<file path="src/rtl/ssadc_pkg.sv">
package ssadc_pkg;
  typedef enum logic [1:0] {
    ST_IDLE = 2'd0,
    ST_HOLD = 2'd1,
    ST_RAMP = 2'd2
  } seq_state_e;
endpackage

</file>
<file path="src/rtl/ssadc_seq.sv">
module ssadc_seq
  import ssadc_pkg::*;
#(
  parameter int CNT_W  = 12,
  parameter int HOLD_W = 8
) (
  input  logic              clk_i,
  input  logic              rst_ni,
  input  logic              start_i,
  input  logic [HOLD_W-1:0] hold_i,
  output logic              cap_rst_o,
  output logic              ramp_o,
  output logic              term_o,
  output logic [CNT_W-1:0]  cnt_o
);
  localparam logic [CNT_W-1:0]  CNT_MAX  = {CNT_W{1'b1}};
  localparam logic [HOLD_W-1:0] HOLD_ONE = HOLD_W'(1);

  seq_state_e        state_q;
  logic [HOLD_W-1:0] hold_q;
  logic [CNT_W-1:0]  cnt_q;

  always_ff @(posedge clk_i or negedge rst_ni) begin
    if (!rst_ni) begin
      state_q <= ST_IDLE;
      hold_q  <= '0;
      cnt_q   <= '0;
    end else if (start_i) begin
      state_q <= ST_HOLD;
      hold_q  <= HOLD_ONE;
      cnt_q   <= '0;
    end else begin
      unique case (state_q)
        ST_HOLD: begin
          // hold length 0 behaves as 1
          if (hold_q >= hold_i) begin
            state_q <= ST_RAMP;
            cnt_q   <= '0;
          end else begin
            hold_q <= hold_q + HOLD_ONE;
          end
        end
        ST_RAMP: begin
          if (cnt_q == CNT_MAX) state_q <= ST_IDLE;
          else                  cnt_q   <= cnt_q + 1'b1;
        end
        default: ;
      endcase
    end
  end

  assign cap_rst_o = (state_q == ST_HOLD);
  assign ramp_o    = (state_q == ST_RAMP);
  assign term_o    = ramp_o && (cnt_q == CNT_MAX);
  assign cnt_o     = cnt_q;

  assert_start_resets_cap_R2: assert property (@(posedge clk_i) disable iff (!rst_ni)
    start_i |=> cap_rst_o && !ramp_o);

  assert_count_steps_R3: assert property (@(posedge clk_i) disable iff (!rst_ni)
    (ramp_o && !term_o && !start_i) |=> ramp_o && (cnt_o == CNT_W'($past(cnt_o) + 1'b1)));

  assert_ramp_ends_R6: assert property (@(posedge clk_i) disable iff (!rst_ni)
    term_o |=> !ramp_o);

  assert_hold_then_zero_R3: assert property (@(posedge clk_i) disable iff (!rst_ni)
    (cap_rst_o && !start_i) |=> cap_rst_o || (ramp_o && cnt_o == '0));
endmodule

</file>
<file path="src/rtl/ssadc_chan.sv">
module ssadc_chan #(
  parameter int CNT_W = 12
) (
  input  logic             clk_i,
  input  logic             rst_ni,
  input  logic             clr_i,
  input  logic             ramp_i,
  input  logic             term_i,
  input  logic [CNT_W-1:0] cnt_i,
  input  logic             cmp_i,
  output logic [CNT_W-1:0] res_o,
  output logic             vld_o
);
  logic             vld_q;
  logic [CNT_W-1:0] res_q;

  // at term the count is full scale, so a timeout fill is a plain capture
  always_ff @(posedge clk_i or negedge rst_ni) begin
    if (!rst_ni) begin
      vld_q <= 1'b0;
      res_q <= '0;
    end else if (clr_i) begin
      vld_q <= 1'b0;
    end else if (ramp_i && !vld_q && (cmp_i || term_i)) begin
      vld_q <= 1'b1;
      res_q <= cnt_i;
    end
  end

  assign vld_o = vld_q;
  assign res_o = res_q;

  assert_hold_result_R5: assert property (@(posedge clk_i) disable iff (!rst_ni)
    (vld_o && !clr_i) |=> vld_o && $stable(res_o));

  assert_clear_flag_R2: assert property (@(posedge clk_i) disable iff (!rst_ni)
    clr_i |=> !vld_o);

  assert_capture_in_ramp_R7: assert property (@(posedge clk_i) disable iff (!rst_ni)
    $rose(vld_o) |-> $past(ramp_i));

  assert_fill_at_term_R6: assert property (@(posedge clk_i) disable iff (!rst_ni)
    (term_i && !clr_i) |=> vld_o);
endmodule

</file>
<file path="src/rtl/ssadc_auxsel.sv">
module ssadc_auxsel #(
  parameter int SEL_W = 2
) (
  input  logic             clk_i,
  input  logic             rst_ni,
  input  logic             start_i,
  input  logic [SEL_W-1:0] cfg_i,
  output logic [SEL_W-1:0] sel_o
);
  logic [SEL_W-1:0] sel_q;

  always_ff @(posedge clk_i or negedge rst_ni) begin
    if (!rst_ni)      sel_q <= '0;
    else if (start_i) sel_q <= cfg_i;
  end

  assign sel_o = sel_q;

  assert_sel_frozen_R8: assert property (@(posedge clk_i) disable iff (!rst_ni)
    !start_i |=> $stable(sel_o));
endmodule

</file>
<file path="src/rtl/ssadc_timer.sv">
module ssadc_timer #(
  parameter int N_CH   = 4,
  parameter int CNT_W  = 12,
  parameter int HOLD_W = 8,
  parameter int SEL_W  = 2
) (
  input  logic                  clk_i,
  input  logic                  rst_ni,
  input  logic                  conv_start_i,
  input  logic [N_CH-1:0]       cmp_i,
  input  logic [SEL_W-1:0]      aux_sel_cfg_i,
  input  logic [HOLD_W-1:0]     hold_cfg_i,
  output logic                  cap_rst_o,
  output logic [SEL_W-1:0]      aux_sel_o,
  output logic [N_CH*CNT_W-1:0] result_o,
  output logic [N_CH-1:0]       valid_o
);
  logic             ramp;
  logic             term;
  logic [CNT_W-1:0] cnt;

  ssadc_seq #(.CNT_W(CNT_W), .HOLD_W(HOLD_W)) u_seq (
    .clk_i    (clk_i),
    .rst_ni   (rst_ni),
    .start_i  (conv_start_i),
    .hold_i   (hold_cfg_i),
    .cap_rst_o(cap_rst_o),
    .ramp_o   (ramp),
    .term_o   (term),
    .cnt_o    (cnt)
  );

  ssadc_auxsel #(.SEL_W(SEL_W)) u_auxsel (
    .clk_i  (clk_i),
    .rst_ni (rst_ni),
    .start_i(conv_start_i),
    .cfg_i  (aux_sel_cfg_i),
    .sel_o  (aux_sel_o)
  );

  for (genvar i = 0; i < N_CH; i++) begin : g_ch
    ssadc_chan #(.CNT_W(CNT_W)) u_chan (
      .clk_i (clk_i),
      .rst_ni(rst_ni),
      .clr_i (conv_start_i),
      .ramp_i(ramp),
      .term_i(term),
      .cnt_i (cnt),
      .cmp_i (cmp_i[i]),
      .res_o (result_o[i*CNT_W +: CNT_W]),
      .vld_o (valid_o[i])
    );
  end

  assert_no_cap_in_ramp_R3: assert property (@(posedge clk_i) disable iff (!rst_ni)
    !(cap_rst_o && ramp));

  assert_all_valid_after_term_R6: assert property (@(posedge clk_i) disable iff (!rst_ni)
    (term && !conv_start_i) |=> &valid_o);
endmodule

</file>
<file path="config.mk">
export PLATFORM = sky130hd
export DESIGN_NAME = ssadc_timer
export DESIGN_NICKNAME = d
export VERILOG_FILES = /design/src/rtl/ssadc_pkg.sv /design/src/rtl/ssadc_seq.sv /design/src/rtl/ssadc_chan.sv /design/src/rtl/ssadc_auxsel.sv /design/src/rtl/ssadc_timer.sv
export SDC_FILE = /design/constraint.sdc
export NUM_CORES = 1
export LEC_CHECK = 0
export ABC_CLOCK_PERIOD_IN_PS = 4720
export CAP_MARGIN = 30
export CORE_MARGIN = 3
export CORE_UTILIZATION = 55
export DETAILED_ROUTE_END_ITERATION = 10
export PLACE_DENSITY = 0.84
export SLEW_MARGIN = 30
export SYNTH_ARGS = -nofsm -noshare
export SYNTH_HDL_FRONTEND = slang
export SYNTH_HIERARCHICAL = 1
export SYNTH_SLANG_ARGS = --single-unit
export TNS_END_PERCENT = 1
</file>
<file path="constraint.sdc">
create_clock -name clk_i -period 4.72 [get_ports clk_i]
set_input_delay 0.472 -clock clk_i [delete_from_list [all_inputs] [get_ports clk_i]]
set_output_delay 0.472 -clock clk_i [all_outputs]
set_load 0.03 [all_outputs]
</file>
==> out/results.tsv, run 1 <==
metric	value	unit
viasPerCell	5.59	
outcome	completed	
ir_worst_vdd	0.282	mV
antenna_found_initial	0	
synth.cells.most_frequent	76 x dfrtp_1, 40 x mux2_4, 16 x inv_1	
grt_usage	20.8	%
p_leak	2.29	nW
cts.sinks	76	
drv_slew	0	
critPathCaptureType	register	
yosys.area.top_type_share	52.3	%
avgSynthCellArea	13.3	um2
die_area	7620	um2
ys.flop_type	dfrtp_1	
num_vias	2410	
clkTransAtPathRegs	80	ps
final_cell_area	4630	um2
drtAntennaViolNets	0	
setup_viol	0	
relSlewSlack	51.4	%
place_area	4380	um2
syn_inst	274	
fillers	430	
pwr-share-seq	44.5	%
p_int	1.15	mW
top_layer	met4	
wl_met3	338	um
grt_start_max_net_pins	77	
post-dp-hpwl	5.07	mm
synth_seq_cells	76	
clkPwrFrac	38.1	%
synth_edf_count	0	
yosysSeqAreaShare	52.3	%
place_congestion	0.794	
post_cts_buffers	0	
synth_most_common_cell	dfrtp_1	
met2_wirelength	3.53	mm
drtIter0Drc	205	
r2r-end	g_ch[3].u_chan/res_o[10]$_DFFE_PN0P_	
dr.pass1.iters	5	
worst-r2r-cell-count	7	
clock_path_buffers	2	
power_frac_comb	17.4	%
synth_area_leaders	dfrtp_1 52%, mux2_4 17%, ha_1 3.4%	
min_period	2520	ps
synthArstFlopShare	100	%
wirelength	7.22	mm
cts_resized	0	
syn_nets	301	
cap_violations	0	
worst_pin_slew	724	ps
num_antenna_cells	0	
cp.arrival	2750	ps
area_growth	27.3	%
die_w	87.3	um
switchingPower	424	uW
h-tree-depth	3	
yosysTopAreaCell	dfrtp_1	
netlist_area	3640	um2
ys_warn_count	6	
clock_latency	350	ps
rsz0062_at_grt	false	
hold_class	input port to async pin	
p_total	1.57	mW
wl_per_cell	16.7	um
die_h	87.3	um
synth_cell_types	46	
critPathKind	register to register	
path_max_fanout	12	
wl_met1	3.24	mm
start_kind	register	
rrSetupSlack	2200	ps
root_buffer	clkbuf_8	
pwr_density_cell	339	nW/um2
start_util	57.0	%
max_freq	0.397	GHz
numCtsBuffers	9	
io_pins	72	
r2r_start	u_seq/cnt_o[1]$_DFFE_PN0P_	
skew	6.14	ps
grt_pass1_vias	2421	
ctsHoldBuffers	0	
rows	29	
drive_gt1_share	22.3	%
grt-ovfl-total	0	
core_area	6390	um2
layout.nets	376	
setup_tns	0	ps
cts_tree	done	
grt_pass1_wl	12.3	mm
finalHoldViolations	0	
worstPathRequired	4950	ps
fin_crit_sh	53.4	%
port_buffers	71	
route.detailed.drc	0	
swShare	27.0	%
## power groups by stage
stage               sequential, mW  combinational, mW  clock (mW)
detailed placement           0.713              0.274           0
finish                       0.700              0.273       0.599
CTS                          0.700              0.275       0.613
global placement             0.712              0.268           0
global route                 0.704              0.303       0.645
floorplan                    0.720              0.190           0
## kinds of logic after synthesis
| kind of cell | after synthesis | synth area share, % |
|---|---|---|
| flip-flops | 76 | 52.3 |
| AND/OR/NAND/NOR | 61 | 10.0 |
| multiplexers | 52 | 20.2 |
| AO/OA/AOI/OAI | 48 | 9.80 |
| buffers and inverters | 24 | 3.54 |
| adder cells (fa/ha/maj) | 10 | 3.44 |
| XOR/XNOR | 3 | 0.723 |
## flip-flops by register name, summed over array words and instances (netlist names)
name               cells
g_ch.u_chan/res_o     48
u_seq/cnt_o           12
u_seq/hold_q           8
g_ch.u_chan/vld_o      4
u_auxsel/sel_o         2
u_seq/state_q          2
## placed cells by master, fill, tap and decap left out, drive strengths merged, types with 3 or more instances in the layout
master and n:
clkdlybuf4s50 70, a21oi 15, nor4 3, nor2 9, inv 17, nand2 10, a211o 5, or3 7
dfrtp 76, and3 5, clkbuf 9, mux2 51, nand4 6, a22o 3, xnor2 3, o211a 3
o31ai 3, nand2b 8, o21ai 9, nand3 4, bufinv 3, ha 10
## cell type report
| cell class | instances | area, um2 | share of cell area (%) |
|---|---|---|---|
| clock buffers | 9 | 124 | 2.67 |
| clock inverters | 7 | 124 | 2.67 |
| inverters | 16 | 60.1 | 1.30 |
| multi-input cells | 174 | 1610 | 34.7 |
| flip-flops and latches | 76 | 1900 | 41.1 |
| well taps | 77 | 96.3 | 2.08 |
| repair buffers | 72 | 719 | 15.5 |
## worst max path at each step
stage | from | endpoint | slack [ps] | cells after the start
final | u_seq/cnt_o[1]$_DFFE_PN0P_ | g_ch[3].u_chan/res_o[10]$_DFFE_PN0P_ | 2200 | 7
after global routing | u_seq/cnt_o[0]$_DFFE_PN0P_ | g_ch[1].u_chan/res_o[2]$_DFFE_PN0P_ | 1990 | 7
after CTS | u_seq/cnt_o[0]$_DFFE_PN0P_ | g_ch[2].u_chan/res_o[6]$_DFFE_PN0P_ | 2200 | 7
after detailed placement | hold_cfg_i[6] | u_seq/cnt_o[5]$_DFFE_PN0P_ | 2020 | 7
after global placement | hold_cfg_i[0] | u_seq/hold_q[7]$_DFFE_PN0P_ | 2090 | 7
after floorplan | u_seq/cnt_o[0]$_DFFE_PN0P_ | g_ch[0].u_chan/res_o[0]$_DFFE_PN0P_ | 2560 | 8
## metrics by stage
step | std cells | hold WS [ps] | utilization [%] | setup WS, ps
2_1_floorplan | 274 | 176 | - | 2560
3_3_place_gp | 415 | 489 | 68.6 | 2090
3_5_place_dp | 415 | 493 | 68.6 | 2020
4_1_cts | 431 | 290 | 72.5 | 2200
5_1_grt | 431 | 186 | 72.5 | 1990
6_report | 431 | 127 | 72.5 | 2200
## metal layers
layer	GRT usage, %	up-vias
met5	0	-
met4	8.65	0
met3	3.88	11
met2	33.6	61
met1	27.6	1197
li1	-	1141
## worst max-delay path, cell delays in order (launching register included)
cell,delay [ps]
dfrtp_1,500
ha_1,250
and3_1,200
nand4_1,160
nor2_1,320
o21ai_1,150
or3_4,480
mux2_4,340
No activity file was read; power rests on OpenSTA's default activity.
==> inputs of run 2 (changes only) <==
--- a/config.mk
+++ b/config.mk
@@ -5,12 +5,12 @@
 export SDC_FILE = /design/constraint.sdc
 export NUM_CORES = 1
 export LEC_CHECK = 0
-export ABC_CLOCK_PERIOD_IN_PS = 4720
+export ABC_CLOCK_PERIOD_IN_PS = 2600
 export CAP_MARGIN = 30
 export CORE_MARGIN = 3
-export CORE_UTILIZATION = 55
+export CORE_UTILIZATION = 52
 export DETAILED_ROUTE_END_ITERATION = 10
-export PLACE_DENSITY = 0.84
+export PLACE_DENSITY = 0.8
 export SLEW_MARGIN = 30
 export SYNTH_ARGS = -nofsm -noshare
 export SYNTH_HDL_FRONTEND = slang
==> constraint.sdc (replaced) <==
create_clock -name clk_i -period 2.6 [get_ports clk_i]
set_input_delay 0.26 -clock clk_i [delete_from_list [all_inputs] [get_ports clk_i]]
set_output_delay 0.26 -clock clk_i [all_outputs]
set_load 0.03 [all_outputs]
==> run 2 against run 1 <==
Maximum frequency grew 5.4%. Design area grew 1.3%. Final cell count grew 5.8%. Via count grew 2.0%. Critical path depth shrank 1. Register-to-register slack lost 2000 ps. Sequential power grew 81%. Die area grew 5.4%. Critical path type unchanged. Largest cell class unchanged.
==> out/results.tsv, run 2 (synthesis results as in run 1) <==
metric	value	unit	change
outcome	completed		
dr.pass1.iters	4		-1
wl_per_cell	16.0	um	-4.6%
viasPerCell	5.39		-3.6%
final_common_cell	dfrtp_1		
worstPathRequired	2830	ps	-2120 ps
fin_crit_sh	92.0	%	+39 points
start_util	55.4	%	-1.6 points
area_growth	29.0	%	
cp.arrival	2620	ps	-130 ps
die_w	89.6	um	+2.7%
p_total	2.75	mW	+75%
relSlewSlack	50.9	%	-0.58 points
hold_class	input port to async pin		
h-tree-depth	3		unchanged
place_congestion	0.807		+1.6%
grt_usage	19.6	%	-1.2 points
layout_common_cells	76 x dfrtp_1, 70 x clkdlybuf4s50_1, 40 x mux2_4		
cts_tree	done		
wirelength	7.29	mm	+0.96%
numCtsBuffers	9		unchanged
grt_start_max_net_pins	77		unchanged
clock_latency	340	ps	about the same
cts_resized	0		unchanged
port_buffers	71		unchanged
die_h	89.6	um	+2.7%
core_area	6570	um2	+2.8%
layout.nets	385		+2.4%
p_leak	2.32	nW	+1.3%
root_buffer	clkbuf_8		
num_vias	2459		+2.0%
io_pins	72		unchanged
ir_worst_vdd	0.341	mV	+21%
drtIter0Drc	191		-6.8%
rows	29		unchanged
grt-ovfl-total	0		unchanged
die_area	8030	um2	+5.4%
start_kind	register		
worst_pin_slew	733	ps	+8.71 ps
multi_input_area	1610	um2	unchanged
stdcell_count	456		+5.8%
rsz0062_at_grt	false		
finalHoldViolations	0		unchanged
max_freq	0.418	GHz	+5.4%
antenna_found_initial	0		unchanged
drv_slew	0		unchanged
num_antenna_cells	0		unchanged
grt_pass1_vias	2476		+2.3%
cap_violations	0		unchanged
setup_tns	0	ps	unchanged
cts.sinks	76		unchanged
dpl.cell_count	439		+5.8%
post-dp-hpwl	5.07	mm	about the same
drive_gt1_share	23.7	%	+1.4 points
clock_path_buffers	2		unchanged
layout.area.seq	1900	um2	unchanged
pwr_density_cell	586	nW/um2	+73%
path_max_fanout	12		unchanged
setup_viol	0		unchanged
route.detailed.drc	0		unchanged
critPathKind	register to register		
critPathCaptureType	register		
drtAntennaViolNets	0		unchanged
clkTransAtPathRegs	80	ps	about the same
largest_register_ffs	48		unchanged
fillers	473		+10%
grt_pass1_wl	11.9	mm	-2.9%
min_period	2390	ps	-129 ps
skew	9.13	ps	+3.00 ps
[run 2: per-layer routing]
layer  vias up  global-route usage [%]  share of wire (%)  routed length (um)
li1       1163                       -                  -                   -
met5         -                       0                  0                   0
met4         0                    6.77               0.66                  48
met1      1209                    25.9                 44                3190
met2        82                    31.7                 50                3610
met3         5                    4.84                6.0                 434
[run 2: layout make-up]
type,instances,area share (%)
Inverter,16,1.28
Timing Repair Buffer,81,16.8
Sequential cell,76,40.5
Multi-Input combinational cell,174,34.2
Tap cell,93,2.48
Clock buffer,10,2.72
Clock inverter,6,1.89
[run 2: what timing repair did]
item,CTS,global route
setup buffers,0,0
hold buffers,0,1
endpoints found under the hold margin,0,76
[run 2: power by group]
group | leakage [nW] | internal [mW] | switching [mW] | total (mW)
clock | 0.102 | 0.540 | 0.427 | 0.967
sequential | 1.05 | 1.22 | 0.0465 | 1.27
combinational | 1.17 | 0.219 | 0.290 | 0.509
total | 2.32 | 1.98 | 0.763 | 2.75
[run 2: path summary, 6_finish.rpt]
path / endpoint / cells past startpoint / slack [ps] / startpoint
setup reg to reg: g_ch[3].u_chan/res_o[0]$_DFFE_PN0P_ / 6 / 210 / u_seq/cnt_o[2]$_DFFE_PN0P_
max in group asynchronous: u_seq/hold_q[5]$_DFFE_PN0P_ / 2 / 1650 / rst_ni
min in group clk_i: g_ch[1].u_chan/res_o[4]$_DFFE_PN0P_ / 1 / 510 / g_ch[1].u_chan/res_o[4]$_DFFE_PN0P_
hold reg to reg: g_ch[1].u_chan/res_o[4]$_DFFE_PN0P_ / 1 / 510 / g_ch[1].u_chan/res_o[4]$_DFFE_PN0P_
setup / recovery: g_ch[3].u_chan/res_o[0]$_DFFE_PN0P_ / 6 / 210 / u_seq/cnt_o[2]$_DFFE_PN0P_
hold / removal: g_ch[3].u_chan/res_o[2]$_DFFE_PN0P_ / 2 / 510 / rst_ni
[run 2: metrics by stage]
step	setup slack (ps)	cell area, um2	hold slack [ps]	util [%]
global route	57.3	4690	516	71.4
global placement	157	4460	459	67.9
floorplan	439	3640	-35.6	-
finish	208	4690	511	71.4
CTS	221	4680	83.1	71.2
detailed placement	89.9	4460	462	67.9
[run 2: critical path, cell delays in order (launching register included)]
cell and delay, ps:
dfrtp_1 530, and3_1 280, nand4_1 170, nor2_1 330
o21ai_1 150, or3_4 480, mux2_4 340
